## config.mk

```make
export PLATFORM = sky130hd
export DESIGN_NAME = brom_ctrl
export DESIGN_NICKNAME = d
export VERILOG_FILES = /design/src/rtl/brom_pkg.sv /design/src/rtl/brom_addr_gen.sv /design/src/rtl/brom_line_pack.sv /design/src/rtl/brom_seq.sv /design/src/rtl/brom_ctrl.sv
export SDC_FILE = /design/constraint.sdc
export NUM_CORES = 1
export LEC_CHECK = 0
export ABC_AREA = 1
export BUFFER_PORTS_ARGS = -buffer_cell sky130_fd_sc_hd__buf_2
export CELL_PAD_IN_SITES_DETAIL_PLACEMENT = 1
export CELL_PAD_IN_SITES_GLOBAL_PLACEMENT = 2
export CORE_ASPECT_RATIO = 1.5
export CORE_MARGIN = 4
export CORE_UTILIZATION = 28
export DETAILED_ROUTE_END_ITERATION = 10
export GPL_ROUTABILITY_DRIVEN = 0
export PLACE_DENSITY = 0.82
export SYNTH_ARGS = -nofsm -noshare
export SYNTH_HDL_FRONTEND = slang
export SYNTH_SLANG_ARGS = --single-unit
```

## constraint.sdc

```tcl
create_clock -name clk -period 5.2 [get_ports clk]
set_clock_uncertainty 0.1 [all_clocks]
set_input_delay 1.04 -clock clk [delete_from_list [all_inputs] [get_ports clk]]
set_output_delay 1.04 -clock clk [all_outputs]
set_load 0.005 [all_outputs]
```

## src/rtl/brom_pkg.sv

```systemverilog
package brom_pkg;

    localparam int unsigned BROM_AW    = 32;
    localparam int unsigned BROM_DW    = 32;
    localparam int unsigned WAIT_W     = 4;
    localparam int unsigned SH_W       = 2;
    localparam int unsigned LINE_BYTES = 32;
    localparam int unsigned OFF_W      = $clog2(LINE_BYTES);
    localparam int unsigned BEAT_W     = OFF_W + 1;
    localparam int unsigned CNT_W      = WAIT_W + 1;
    localparam int unsigned LANE_W     = $clog2(BROM_DW / 8);

    localparam logic [2:0] IF_BURST = 3'b010;

    typedef enum logic [2:0] {
        ST_IDLE,
        ST_SETUP,
        ST_STRB,
        ST_HOLD,
        ST_GAP,
        ST_DONE
    } brom_state_e;

    typedef struct packed {
        logic [BROM_AW-1:0] addr;
        logic [BROM_DW-1:0] wdata;
        logic               write;
        logic               burst;
        logic [1:0]         wlog;
        logic [1:0]         lsel;
        logic [WAIT_W-1:0]  waits;
        logic [SH_W-1:0]    setup;
        logic [SH_W-1:0]    hold;
    } brom_cfg_t;

    // log2 of bus width in bytes; code 3 behaves as 32-bit
    function automatic logic [1:0] width_log(input logic [1:0] code);
        return (code == 2'd3) ? 2'd2 : code;
    endfunction

    // clamp the burst-length code to the largest legal one for the width
    function automatic logic [1:0] clamp_len(input logic [2:0] code, input logic [1:0] wl);
        logic [2:0] maxc;
        maxc = 3'(OFF_W - 2) - {1'b0, wl};
        if (code > maxc) return maxc[1:0];
        return code[1:0];
    endfunction

endpackage

```

## src/rtl/brom_addr_gen.sv

```systemverilog
module brom_addr_gen
    import brom_pkg::*;
(
    input  logic [BROM_AW-1:0] start_addr,
    input  logic [1:0]         wlog,
    input  logic [BEAT_W-1:0]  beat,
    output logic [BROM_AW-1:0] addr,
    output logic [OFF_W-1:0]   off
);
    localparam int unsigned SUM_W = OFF_W + 3;

    logic [OFF_W-1:0] unit_mask;
    logic [OFF_W-1:0] off0;
    logic [SUM_W-1:0] step;
    logic [SUM_W-1:0] sum;

    always_comb begin
        unit_mask = ~((OFF_W'(1) << wlog) - OFF_W'(1));
        off0      = start_addr[OFF_W-1:0] & unit_mask;
        step      = SUM_W'(beat) << wlog;
        sum       = SUM_W'(off0) + step;
        off       = sum[OFF_W-1:0];
        addr      = {start_addr[BROM_AW-1:OFF_W], off};
    end

endmodule

```

## src/rtl/brom_line_pack.sv

```systemverilog
module brom_line_pack
    import brom_pkg::*;
(
    input  logic                      clk,
    input  logic                      rst,
    input  logic                      capture,
    input  logic [OFF_W-1:0]          off,
    input  logic [1:0]                wlog,
    input  logic [BROM_DW-1:0]        rdata,
    output logic [LINE_BYTES*8-1:0]   line
);
    logic [LINE_BYTES-1:0] hits;

    for (genvar b = 0; b < LINE_BYTES; b++) begin : g_byte
        localparam logic [OFF_W-1:0] BI = OFF_W'(b);
        logic [LANE_W-1:0] lane;
        logic [7:0]        byte_q;

        always_comb begin
            case (wlog)
                2'd0:    lane = '0;
                2'd1:    lane = LANE_W'(BI[0]);
                default: lane = BI[LANE_W-1:0];
            endcase
        end

        assign hits[b] = capture && ((BI >> wlog) == (off >> wlog));

        always_ff @(posedge clk) begin
            if (rst)          byte_q <= '0;
            else if (hits[b]) byte_q <= rdata[lane*8 +: 8];
        end

        assign line[b*8 +: 8] = byte_q;
    end

    // one captured beat fills exactly one bus unit of the line
    assert_unit_fill_R10: assert property (@(posedge clk) disable iff (rst)
        capture |-> ($countones(hits) == (1 << wlog)));

endmodule

```

## src/rtl/brom_seq.sv

```systemverilog
module brom_seq
    import brom_pkg::*;
(
    input  logic               clk,
    input  logic               rst,
    input  logic               req_valid,
    input  brom_cfg_t          req_cfg,
    input  logic               bus_rdy,
    output brom_state_e        st_o,
    output logic [BEAT_W-1:0]  beat_o,
    output logic               capture_o,
    output logic [BROM_AW-1:0] start_addr_o,
    output logic [BROM_DW-1:0] wdata_o,
    output logic               write_o,
    output logic               burst_o,
    output logic [1:0]         wlog_o
);
    brom_state_e       st;
    brom_cfg_t         cfg_q;
    logic [CNT_W-1:0]  cnt;
    logic [BEAT_W-1:0] beat;
    logic [BEAT_W-1:0] bcnt;

    logic [BEAT_W-1:0] beats_total;
    logic [BEAT_W-1:0] burst_len;
    logic [CNT_W-1:0]  first_len;
    logic [CNT_W-1:0]  next_len;
    logic              last_cnt;
    logic              rdy_ok;
    logic              beat_done;
    logic              burst_end;
    logic              all_done;

    always_comb begin
        beats_total = cfg_q.write ? BEAT_W'(1) : BEAT_W'(LINE_BYTES >> cfg_q.wlog);
        burst_len   = cfg_q.burst ? BEAT_W'(4 << cfg_q.lsel) : BEAT_W'(1);
        first_len   = CNT_W'(cfg_q.waits) + CNT_W'(1);
        next_len    = (cfg_q.waits == '0) ? CNT_W'(3) : first_len;
        last_cnt    = (cnt == CNT_W'(1));
        rdy_ok      = (cfg_q.waits == '0) || bus_rdy;
        beat_done   = (st == ST_STRB) && last_cnt && rdy_ok;
        burst_end   = (beat == beats_total - BEAT_W'(1)) || (bcnt == burst_len - BEAT_W'(1));
        all_done    = (beat == beats_total);
    end

    always_ff @(posedge clk) begin
        if (rst) begin
            st    <= ST_IDLE;
            cfg_q <= '0;
            cnt   <= '0;
            beat  <= '0;
            bcnt  <= '0;
        end else begin
            case (st)
                ST_IDLE: begin
                    if (req_valid) begin
                        cfg_q <= req_cfg;
                        beat  <= '0;
                        bcnt  <= '0;
                        if (req_cfg.setup != '0) begin
                            st  <= ST_SETUP;
                            cnt <= CNT_W'(req_cfg.setup);
                        end else begin
                            st  <= ST_STRB;
                            cnt <= CNT_W'(req_cfg.waits) + CNT_W'(1);
                        end
                    end
                end
                ST_SETUP: begin
                    if (last_cnt) begin
                        st  <= ST_STRB;
                        cnt <= first_len;
                    end else begin
                        cnt <= cnt - CNT_W'(1);
                    end
                end
                ST_STRB: begin
                    if (!last_cnt) begin
                        cnt <= cnt - CNT_W'(1);
                    end else if (rdy_ok) begin
                        beat <= beat + BEAT_W'(1);
                        if (burst_end) begin
                            bcnt <= '0;
                            if (cfg_q.hold != '0) begin
                                st  <= ST_HOLD;
                                cnt <= CNT_W'(cfg_q.hold);
                            end else if (beat == beats_total - BEAT_W'(1)) begin
                                st <= ST_DONE;
                            end else begin
                                st <= ST_GAP;
                            end
                        end else begin
                            bcnt <= bcnt + BEAT_W'(1);
                            cnt  <= next_len;
                        end
                    end
                end
                ST_HOLD: begin
                    if (last_cnt) st <= all_done ? ST_DONE : ST_GAP;
                    else          cnt <= cnt - CNT_W'(1);
                end
                ST_GAP: begin
                    if (cfg_q.setup != '0) begin
                        st  <= ST_SETUP;
                        cnt <= CNT_W'(cfg_q.setup);
                    end else begin
                        st  <= ST_STRB;
                        cnt <= first_len;
                    end
                end
                ST_DONE: st <= ST_IDLE;
                default: st <= ST_IDLE;
            endcase
        end
    end

    assign st_o         = st;
    assign beat_o       = beat;
    assign capture_o    = beat_done;
    assign start_addr_o = cfg_q.addr;
    assign wdata_o      = cfg_q.wdata;
    assign write_o      = cfg_q.write;
    assign burst_o      = cfg_q.burst;
    assign wlog_o       = cfg_q.wlog;

    // with zero waits the final strobe cycle always ends the beat
    assert_no_rdy_wait0_R8: assert property (@(posedge clk) disable iff (rst)
        (st == ST_STRB && cnt == CNT_W'(1) && cfg_q.waits == '0) |=> (beat != $past(beat)));

    // a read line completes only after every beat was fetched
    assert_beats_complete_R4: assert property (@(posedge clk) disable iff (rst)
        (st == ST_DONE && !cfg_q.write) |-> (beat == beats_total));

endmodule

```

## src/rtl/brom_ctrl.sv

```systemverilog
module brom_ctrl
    import brom_pkg::*;
(
    input  logic                    clk,
    input  logic                    rst,
    input  logic                    req_valid,
    input  logic                    req_write,
    input  logic [31:0]             req_addr,
    input  logic [31:0]             req_wdata,
    input  logic [2:0]              cfg_type,
    input  logic [1:0]              cfg_width,
    input  logic [2:0]              cfg_len,
    input  logic [3:0]              cfg_wait,
    input  logic [1:0]              cfg_setup,
    input  logic [1:0]              cfg_hold,
    output logic [31:0]             bus_addr,
    output logic                    bus_cs_n,
    output logic                    bus_rd_n,
    output logic                    bus_we_n,
    output logic [31:0]             bus_wdata,
    input  logic                    bus_rdy,
    input  logic [31:0]             bus_rdata,
    output logic                    busy,
    output logic                    line_valid,
    output logic [255:0]            line_data,
    output logic                    wr_done
);
    brom_cfg_t          req_cfg;
    brom_state_e        st;
    logic [BEAT_W-1:0]  beat;
    logic               capture;
    logic [BROM_AW-1:0] start_addr;
    logic [BROM_DW-1:0] wdata_q;
    logic               is_write;
    logic               is_burst;
    logic [1:0]         wlog_q;
    logic [OFF_W-1:0]   off;
    logic [1:0]         wl_in;

    always_comb begin
        wl_in         = width_log(cfg_width);
        req_cfg.addr  = req_addr;
        req_cfg.wdata = req_wdata;
        req_cfg.write = req_write;
        req_cfg.burst = (cfg_type == IF_BURST) && !req_write;
        req_cfg.wlog  = wl_in;
        req_cfg.lsel  = clamp_len(cfg_len, wl_in);
        req_cfg.waits = cfg_wait;
        req_cfg.setup = cfg_setup;
        req_cfg.hold  = cfg_hold;
    end

    brom_seq u_seq (
        .clk          (clk),
        .rst          (rst),
        .req_valid    (req_valid),
        .req_cfg      (req_cfg),
        .bus_rdy      (bus_rdy),
        .st_o         (st),
        .beat_o       (beat),
        .capture_o    (capture),
        .start_addr_o (start_addr),
        .wdata_o      (wdata_q),
        .write_o      (is_write),
        .burst_o      (is_burst),
        .wlog_o       (wlog_q)
    );

    logic [BROM_AW-1:0] gen_addr;

    brom_addr_gen u_addr (
        .start_addr (start_addr),
        .wlog       (wlog_q),
        .beat       (beat),
        .addr       (gen_addr),
        .off        (off)
    );

    brom_line_pack u_pack (
        .clk     (clk),
        .rst     (rst),
        .capture (capture && !is_write),
        .off     (off),
        .wlog    (wlog_q),
        .rdata   (bus_rdata),
        .line    (line_data)
    );

    always_comb begin
        bus_addr   = is_write ? start_addr : gen_addr;
        bus_cs_n   = !(st == ST_SETUP || st == ST_STRB || st == ST_HOLD);
        bus_rd_n   = !(st == ST_STRB && !is_write);
        bus_we_n   = !(st == ST_STRB && is_write);
        bus_wdata  = wdata_q;
        busy       = (st != ST_IDLE);
        line_valid = (st == ST_DONE) && !is_write;
        wr_done    = (st == ST_DONE) && is_write;
    end

    assert_strobe_in_cs_R5: assert property (@(posedge clk) disable iff (rst)
        (!bus_rd_n || !bus_we_n) |-> !bus_cs_n);

    assert_rd_we_excl_R11: assert property (@(posedge clk) disable iff (rst)
        !(!bus_rd_n && !bus_we_n));

    assert_line_pulse_R10: assert property (@(posedge clk) disable iff (rst)
        line_valid |=> !line_valid);

    assert_block_fixed_R4: assert property (@(posedge clk) disable iff (rst)
        (busy && $past(busy)) |-> (bus_addr[BROM_AW-1:OFF_W] == $past(bus_addr[BROM_AW-1:OFF_W])));

    // address steps under a held-low strobe only in burst mode
    assert_addr_step_burst_R2: assert property (@(posedge clk) disable iff (rst)
        (!bus_rd_n && $past(!bus_rd_n) && bus_addr != $past(bus_addr)) |-> is_burst);

endmodule

```

Word level (Yosys, flattened, before mapping)
Cells that the tools add are included.
{"block": "totals", "register_bits": 354, "in_bits": 117, "out_inout_bits": 326, "elab_cells": 255}
{"block": "classes", "addsub": 10, "order_cmp": 1, "n_eq_ne": 53, "shifts": 40, "mux": 41, "n_bitwise": 2, "n_reduce_logical": 63}
{"cell": "$eq A5 B5 Y1", "n": 32}
{"cell": "$shr A5 B2 Y5 const A", "n": 16}
{"cell": "$shiftx A32 B6 Y8", "n": 2}
{"cell": "$mux W5", "n": 11}
{"cell": "$mux W6", "n": 8}
{"cell": "$logic_and A1 B1 Y1", "n": 40}
{"cell": "$shr A4 B2 Y5 const A", "n": 8}
{"cell": "$shiftx A32 B5 Y8", "n": 1}
{"cell": "$pmux W5 S5", "n": 1}
{"cell": "$pmux W6 S2", "n": 2}
{"cell": "$mux W3", "n": 7}
{"cell": "$shr A3 B2 Y5 const A", "n": 4}
{"cell": "$eq A6 B6 Y1", "n": 3}
{"cell": "$pmux W3 S5", "n": 1}
{"cell": "$add A6 B1 Y6 const B", "n": 2}
{"cell": "$mux W2", "n": 6}
{"cell": "$sub A6 B1 Y6 const B", "n": 2}
{"cell": "$add A4 B1 Y5 const B", "n": 2}
{"cell": "$ne A2 B1 Y1 const B", "n": 5}
{"cell": "$shr A1 B2 Y5 const A", "n": 2}
{"cell": "$shr A2 B2 Y5 const A", "n": 2}
{"cell": "$eq A3 B2 Y1 const B", "n": 3}
{"cell": "$reduce_bool A2 Y1", "n": 4}
{"cell": "$eq A3 B3 Y1 const B", "n": 2}
{"cell": "33 further kinds", "n": 44}

Longest topological paths before layout
Gate-level depths: netlist (run 1).
{"block": "depth", "ltp_word": 10, "depth_mapped": 26, "depth_no_buf": 22}

Modules after synthesis
From an unflattened synthesis (run 1), not the netlist that was laid out.
{"block": "unflattened", "cells_unflattened": 2616, "area_unflattened_um2": 17687.0}
{"module": "brom_line_pack", "n_inst": 1, "cells_per_inst": 1675, "area_each_um2": 11466.0, "seq_area_each_um2": 5124.9}
{"module": "brom_seq", "n_inst": 1, "cells_per_inst": 711, "area_each_um2": 5016.1, "seq_area_each_um2": 1961.9}
{"module": "brom_ctrl", "n_inst": 1, "cells_per_inst": 143, "area_each_um2": 650.6, "seq_area_each_um2": 0.0}
{"module": "brom_addr_gen", "n_inst": 1, "cells_per_inst": 87, "area_each_um2": 554.3, "seq_area_each_um2": 0.0}

Least setup slack after synthesis (run 1)
No wires, ideal clock.
{"block": "synth_timing", "kind": "reg2reg", "start": "register u_seq.cfg_q, in the netlist u_seq.wlog_o[1]", "end": "register u_pack.g_byte[19].byte_q[3]", "setup_ns": 0.114, "arrival_time_ns": 3.928, "required_time_ns": 4.986, "setup_slack_ns": 1.058, "stages_incl_launch_ff": 23, "n_path_buf": 5, "synth_period_minus_slack_ns": 4.142, "path_cell_list": "dfxtp_1 inv_1 clkbuf_1 ha_1 clkbuf_1 clkbuf_1 nand2_1 inv_1 ha_1 inv_1 fa_1 xnor2_1 nand2_1 nand3_2 nand2_2 buf_6 o21ai_2 inv_2 nor2_1 nand2_2 buf_4 nor2_1 nor2_1"}
{"block": "synth_between", "elab_chain_len": 8, "elab_cells_between_ends": 14, "cone_classes": "add/sub (2); eq/ne (2); shift (5); mux (1); bitwise (2); reduce/logical (2)"}
{"element": "start: declaration", "line_no": "brom_seq.sv:19", "source": "brom_cfg_t cfg_q;"}
{"element": "start signal: assignment", "line_no": "brom_seq.sv:57", "source": "cfg_q <= req_cfg;"}
{"element": "$shl A1 B2 Y5", "line_no": "brom_addr_gen.sv:18", "source": "unit_mask = ~((OFF_W'(1) << wlog) - OFF_W'(1));"}
{"element": "$sub A5 B2 Y5", "line_no": "brom_addr_gen.sv:18"}
{"element": "$not A5 Y5", "line_no": "brom_addr_gen.sv:18"}
{"element": "$and A5 B5 Y5", "line_no": "brom_addr_gen.sv:19", "source": "off0 = start_addr[OFF_W-1:0] & unit_mask;"}
{"element": "$add A5 B5 Y5", "line_no": "brom_addr_gen.sv:21", "source": "sum = SUM_W'(off0) + step;"}
{"element": "$shr A5 B2 Y5", "line_no": "brom_line_pack.sv:27", "source": "assign hits[b] = capture && ((BI >> wlog) == (off >> wlog));"}
{"element": "$eq A5 B5 Y1", "line_no": "brom_line_pack.sv:27"}
{"element": "$logic_and A1 B1 Y1", "line_no": "brom_line_pack.sv:27"}
{"element": "end signal: assignment", "line_no": "brom_line_pack.sv:31", "source": "else if (hits[b]) byte_q <= rdata[lane*8 +: 8];"}
{"element": "end: declaration", "line_no": "brom_line_pack.sv:17", "source": "logic [7:0] byte_q;"}
Parallel ways exist; a longest one is shown, timed or not.
A chain may end at the register's enable or synchronous reset.

Worst setup path in the final report (run 1)
{"block": "layout_timing", "start": "register u_seq.cfg_q, in the netlist u_seq.wlog_o[1]", "end": "register u_pack.g_byte[19].byte_q[2]"}
The elaborated chain is that of the path after synthesis.

==> impl_metrics.toml, run 1 <==
[worst_setup_path]
cp_slowest_cell = "nor2_2"
critPathTopFamily = "simple AND/OR/NAND/NOR gates"
crit_path_cell_trace = "inv_1 > ha_1 > inv_1 > ha_1 > nand2_1 > inv_1 > ha_1 > a21oi_1 > nand3_1 > nand3_1 > nand3_1 > nand2_4 > nand2_1 > nand2_1 > nand2_2 > nor2_2 > nand2_2 > nor2_1 > nor2_1"
end_kind = "flop"
arrival_ns = 5.01
path_depth = 19
cpPeakStageDelay_ns = 0.55
worstSetupPathType = "reg -> reg"
cp.buffers_inverters = 3
startpoint_type = "flop"
required_ns = 5.55
worst_r2r_path_depth = 19
worstPathMaxFanout = 17

[pwr]
total_power_mw = 8.97
ir_drop_mv = 0.273
p_per_area_nw_per_um2 = 432
power_leakage_nw = 10.4

[logic_synthesis]
synth_top_area_cell = "dfxtp_1"
synth.distinct_cells = 46
synth_warnings = 0
synth_edf_count = 0
synth_area_um2 = 17000
syn_nets = 2645
synth_top_cell_area_share_pct = 41.8
ys_seq_area_share_pct = 41.8
async_flop_share_pct = 0
synth_area_leaders = "dfxtp_1 42%, nand2_1 13%, nor2_1 11%, inv_1 6.1%, nand3_1 5.2%"
avgSynthCellArea_um2 = 6.77
synth-seq-cells = 354
synth-main-ff-cell = "dfxtp_1"
syn_inst = 2505

[final_layout]
nets = 2986
fillers = 7714
area_growth_pct = 22.3
drive_gt1_share_pct = 21.3

[sta]
fin_crit_sh_pct = 89.7
slew_viol_final = 0
rsz0062_at_grt = "no"
hold_viol_final = 0
slew_headroom_pct = 18.4
setup_viol = 0
layout_min_cycle_time_ns = 4.67
finalSetupTns_ns = 0
tightest_slew_ns = 1.22
fmax_mhz = 214

[detailed_routing]
wirelength_mm = 67.2
dr.first_iter.drc_count = 799
wl_per_cell_um = 18.4
vias = 16900
dr.pass1.iters = 4
avgViaCountPerCell = 4.62
ant_nets = 0
drcViolationCount = 0

[cts]
cts_tree = "yes"
cts_buffer_depth = 3
numCtsBuffers = 39
htreeDepth = 2
clock_latency_ns = 0.56
clkTransAtPathRegs_ns = 0.06
numClockSinks = 354
hold_buffers = 0
cts_resized = 0
cts_root_buf = "clkbuf_16"
cts_setup_buffers = 0

[global_routing]
antenna_found_initial = 4
track_usage_pct = 19.9
grt_pass1_vias = 17500
grt_max_degree = 143
grt-ovfl-total = 0
grt_pass1_wl_mm = 102

[min_path]
min_path_type = "reg -> reg"
holdPathStages = 2

[die]
die_w_um = 209
start_util_pct = 28.3
rows = 110
pin_count = 443
die_h_um = 310
core-area_um2 = 60000
die_area_um2 = 64700

[placed_design]
io_buffer_count = 442
dp_hpwl_mm = 51.6

[status]
status = "completed"

[flow_run]
drv_cap = 0
## worst paths after layout
| path | slack, ns | endpoint | from |
|---|---|---|---|
| setup / recovery | 0.53 | u_pack.g_byte[19].byte_q[2]$_SDFFE_PP0P_ | u_seq.wlog_o[1]$_SDFFE_PP0P_ |
| setup reg to reg | 0.53 | u_pack.g_byte[19].byte_q[2]$_SDFFE_PP0P_ | u_seq.wlog_o[1]$_SDFFE_PP0P_ |
| hold / removal | 0.35 | u_pack.g_byte[0].byte_q[5]$_SDFFE_PP0P_ | u_pack.g_byte[0].byte_q[5]$_SDFFE_PP0P_ |
| hold reg to reg | 0.35 | u_pack.g_byte[0].byte_q[5]$_SDFFE_PP0P_ | u_pack.g_byte[0].byte_q[5]$_SDFFE_PP0P_ |
## synth_stat cells, types with 3 or more instances
cell / n
nand2_4: 10
a21oi_1: 142
and2_1: 5
nand3_1: 176
xnor2_1: 4
clkbuf_1: 53
inv_1: 275
o22ai_1: 14
nand2_2: 20
o32ai_1: 3
buf_2: 24
o21ai_1: 24
buf_4: 69
a31oi_1: 3
nor2_4: 9
nand3_4: 3
buf_6: 11
nor2_2: 14
nor3_1: 13
nor2_1: 487
dfxtp_1: 354
o211ai_1: 3
nand3b_1: 4
o21ai_0: 83
xor2_1: 18
nand4_1: 7
ha_1: 22
buf_1: 10
nand2_1: 610
inv_2: 5
nand3_2: 10
## where the power goes
group | internal [mW] | switching (mW) | leakage [nW] | total, mW
Clock | 1.81 | 1.21 | 0.687 | 3.02
Sequential | 2.88 | 0.116 | 2.86 | 3.00
Combinational | 0.788 | 2.17 | 6.85 | 2.96
Total | 5.47 | 3.49 | 10.4 | 8.97
## sequential cells by signal (all words and copies together), names as in the netlist
register	count
u_seq.start_addr_o	32
u_seq.wdata_o	32
u_seq.wlog_o	2
u_seq.burst_o	1
u_seq.bcnt	6
u_seq.beat_o	6
u_seq.write_o	1
u_pack.g_byte.byte_q	256
u_seq.cfg_q	10
u_seq.st_o	3
u_seq.cnt	5
## final cells by class
type                       count  area (µm²)  share of cell area, %
tap                          784         981                   4.73
clock buffer                  52        1110                   5.33
inverter                     281        1060                   5.12
multi-input combinational   1703        7830                   37.7
sequential                   354        7090                   34.1
antenna                        2        5.00                 0.0241
clock inverter                20         277                   1.33
timing repair buffer         467        2400                   11.6
## logic make-up after synthesis
kind of cell	count (synthesis)	share of synthesized area (%)
adders and majority gates	23	1.74
and+or+nand+nor	1373	34.3
xor gates and xnor gates	24	1.33
AOI/OAI and AO/OA	283	8.78
DFF	354	41.8
buffers and inverters	448	12.1
## metal layers
| layer | vias up | GRT usage [%] | routed length, µm |
|---|---|---|---|
| met5 | - | 0 | 20 |
| met1 | 7976 | 22.0 | 25900 |
| met2 | 430 | 37.4 | 34900 |
| met4 | 2 | 7.30 | 2670 |
| li1 | 8406 | - | - |
| met3 | 107 | 4.08 | 3790 |
## placed cells by master, fill, tap and decap left out, types with 7 or more instances in the layout
cell	synthesis	final
nor3_1	13	13
nand3_1	176	175
o21ai_1	24	24
clkinv_2	1	10
dfxtp_1	354	354
o21ai_0	83	83
buf_4	69	25
nor2_1	487	487
nand3_2	10	11
nor2_2	14	14
clkbuf_16	0	40
nand2_4	10	10
nand4_1	7	7
inv_1	275	274
nor2_4	9	9
buf_2	24	442
o22ai_1	14	14
nand2_2	20	20
ha_1	22	22
xor2_1	18	18
nand2_1	610	610
a21oi_1	142	142
## through the flow
| stage | utilization (%) | hold WS (ns) | setup WS (ns) | area, µm² | std cells |
|---|---|---|---|---|---|
| after floorplan | - | 0.340 | 1.06 | 17000 | 2505 |
| after detailed placement | 32.3 | 0.345 | 0.574 | 19400 | 3589 |
| final | 34.6 | 0.348 | 0.534 | 20800 | 3663 |
| after global placement | 32.3 | 0.334 | 0.770 | 19400 | 3589 |
| after CTS | 34.6 | 0.352 | 0.528 | 20700 | 3661 |
| after global routing | 34.6 | 0.370 | 0.0823 | 20700 | 3661 |
## worst reg2reg max path, cell delays in order, from the launching register on
cell,delay [ns]
dfxtp_1,0.31
inv_1,0.43
ha_1,0.40
inv_1,0.19
ha_1,0.32
nand2_1,0.10
inv_1,0.06
ha_1,0.17
a21oi_1,0.21
nand3_1,0.15
nand3_1,0.14
nand3_1,0.32
nand2_4,0.24
nand2_1,0.07
nand2_1,0.08
nand2_2,0.10
nor2_2,0.55
nand2_2,0.35
nor2_1,0.21
nor2_1,0.07
Power figures use the tool's default switching activity.
==> run 2, diff against run 1 <==
--- a/config.mk
+++ b/config.mk
@@ -15,6 +15,7 @@
 export DETAILED_ROUTE_END_ITERATION = 10
 export GPL_ROUTABILITY_DRIVEN = 0
 export PLACE_DENSITY = 0.82
+export RECOVER_POWER = 100
 export SYNTH_ARGS = -nofsm -noshare
 export SYNTH_HDL_FRONTEND = slang
 export SYNTH_SLANG_ARGS = --single-unit
==> run 2 against run 1 <==
  * Clock power about the same
  * Register-to-register slack got worse by 0.15 ns
  * The run now ends with max-capacitance violations, max-slew violations left
  * Largest power group unchanged
  * Non-clock buffer count unchanged
  * Die area unchanged
  * Highest routed layer unchanged
==> impl_metrics.toml, run 2 (synthesized netlist as in run 1, its figures left out) <==
[detailed_routing]
vias = 17000
dr.pass1.iters = 5
dr.first_iter.drc_count = 779
wirelength_mm = 67.5
wl_per_cell_um = 18.4
avgViaCountPerCell = 4.63
drcViolationCount = 0
ant_nets = 0

[sta]
finalSetupTns_ns = 0
tightest_slew_ns = 2.20
hold_viol_final = 0
fin_ws_ns = 0.368
rsz0062_at_grt = "no"
fin_hold_ws_ns = 0.348
fin_crit_sh_pct = 92.9
slew_viol_final = 72
slew_headroom_pct = -46.8
layout_min_cycle_time_ns = 4.83
fmax_mhz = 207
setup_viol = 0

[cts]
clock_latency_ns = 0.56
cts_buffer_depth = 3
cts_setup_buffers = 0
cts_resized = 0
numClockSinks = 354
hold_buffers = 0
numCtsBuffers = 39
cts_root_buf = "clkbuf_16"
htreeDepth = 2
clkTransAtPathRegs_ns = 0.06
cts_tree = "yes"

[pwr]
power_leakage_nw = 9.22
p_per_area_nw_per_um2 = 437
total_power_mw = 8.87
ir_drop_mv = 0.268

[die]
core-area_um2 = 60000
die_h_um = 310
die_w_um = 209
start_util_pct = 28.3
rows = 110
pin_count = 443
die_area_um2 = 64700

[flow_run]
drv_cap = 1

[final_layout]
largest_register_ffs = 256
fillers = 7817
layout_common_cells = "614 x nand2_1, 491 x nor2_1, 354 x dfxtp_1"
nets = 2986
drive_gt1_share_pct = 11.7
multi_input_area_um2 = 7710
seqCellArea_um2 = 7090
area_growth_pct = 19.6
final_common_cell = "nand2_1"
regMostFlops = "u_pack.g_byte.byte_q"

[worst_setup_path]
arrival_ns = 3.69
worstPathMaxFanout = 18
startpoint_type = "flop"
worstSetupPathType = "reg -> out"
required_ns = 4.06
end_kind = "output pin"

[placed_design]
io_buffer_count = 442
pre_cts_ws_ns = 0.574
dp_hpwl_mm = 51.6

[global_routing]
grt_pass1_vias = 17500
grt_max_degree = 143
antenna_found_initial = 4
track_usage_pct = 19.9
grt-ovfl-total = 0
grt_pass1_wl_mm = 102

[status]
violations = "max-capacitance violations, max-slew violations"
status = "finished with violations"

[min_path]
min_path_type = "reg -> reg"
-- run 2: power by group --
part | switching, mW | internal (mW) | leakage, nW | total, mW
combinational | 2.11 | 0.744 | 5.67 | 2.86
sequential | 0.118 | 2.88 | 2.86 | 3.00
clock | 1.21 | 1.81 | 0.687 | 3.02
total | 3.44 | 5.43 | 9.22 | 8.87
-- run 2: metal layers --
| metal | wire [µm] | share of wire, % | track usage [%] | up-vias |
|---|---|---|---|---|
| met5 | 20 | 0.030 | 0 | - |
| met4 | 2720 | 4.0 | 7.30 | 2 |
| met3 | 3660 | 5.4 | 4.08 | 111 |
| met2 | 34700 | 51 | 37.4 | 437 |
| met1 | 26400 | 39 | 22.0 | 8008 |
| li1 | - | - | - | 8412 |
-- run 2: cell type report --
class	instances	share of cell area, %
Multi-Input combinational cell	1703	38.0
Sequential cell	354	34.9
Timing Repair Buffer	467	10.2
Clock buffer	52	5.45
Inverter	281	5.24
Tap cell	784	4.83
Clock inverter	20	1.36
Antenna cell	1	0.0123
-- run 2: critical path, stage by stage (launching register included) --
cell	delay, ns
dfxtp_1	0.30
buf_4	0.19
inv_1	0.51
ha_1	0.34
inv_1	0.08
ha_1	0.27
nand2_1	0.08
fa_1	0.42
nor2_1	0.12
nor2_1	0.06
nand3_1	0.23
nand2_1	0.12
o21ai_0	0.17
clkbuf_1	0.24
-- run 2: worst paths after layout --
check	start	depth (start not counted)	slack (ns)	end
worst max-delay path	u_seq.wlog_o[0]$_SDFFE_PP0P_	13	0.37	bus_addr[4]
worst max register to register	u_seq.wlog_o[0]$_SDFFE_PP0P_	16	0.38	u_pack.g_byte[4].byte_q[3]$_SDFFE_PP0P_
worst min register to register	u_pack.g_byte[0].byte_q[5]$_SDFFE_PP0P_	2	0.35	u_pack.g_byte[0].byte_q[5]$_SDFFE_PP0P_
worst min-delay path	u_pack.g_byte[0].byte_q[5]$_SDFFE_PP0P_	2	0.35	u_pack.g_byte[0].byte_q[5]$_SDFFE_PP0P_
-- run 2: per-stage QoR --
| step | util [%] | cells | cell area, µm² |
|---|---|---|---|
| after floorplan | - | 2505 | 17000 |
| after global placement | 32.3 | 3589 | 19400 |
| after detailed placement | 32.3 | 3589 | 19400 |
| after CTS | 34.6 | 3661 | 20700 |
| after global routing | 33.8 | 3661 | 20300 |
| final | 33.8 | 3662 | 20300 |
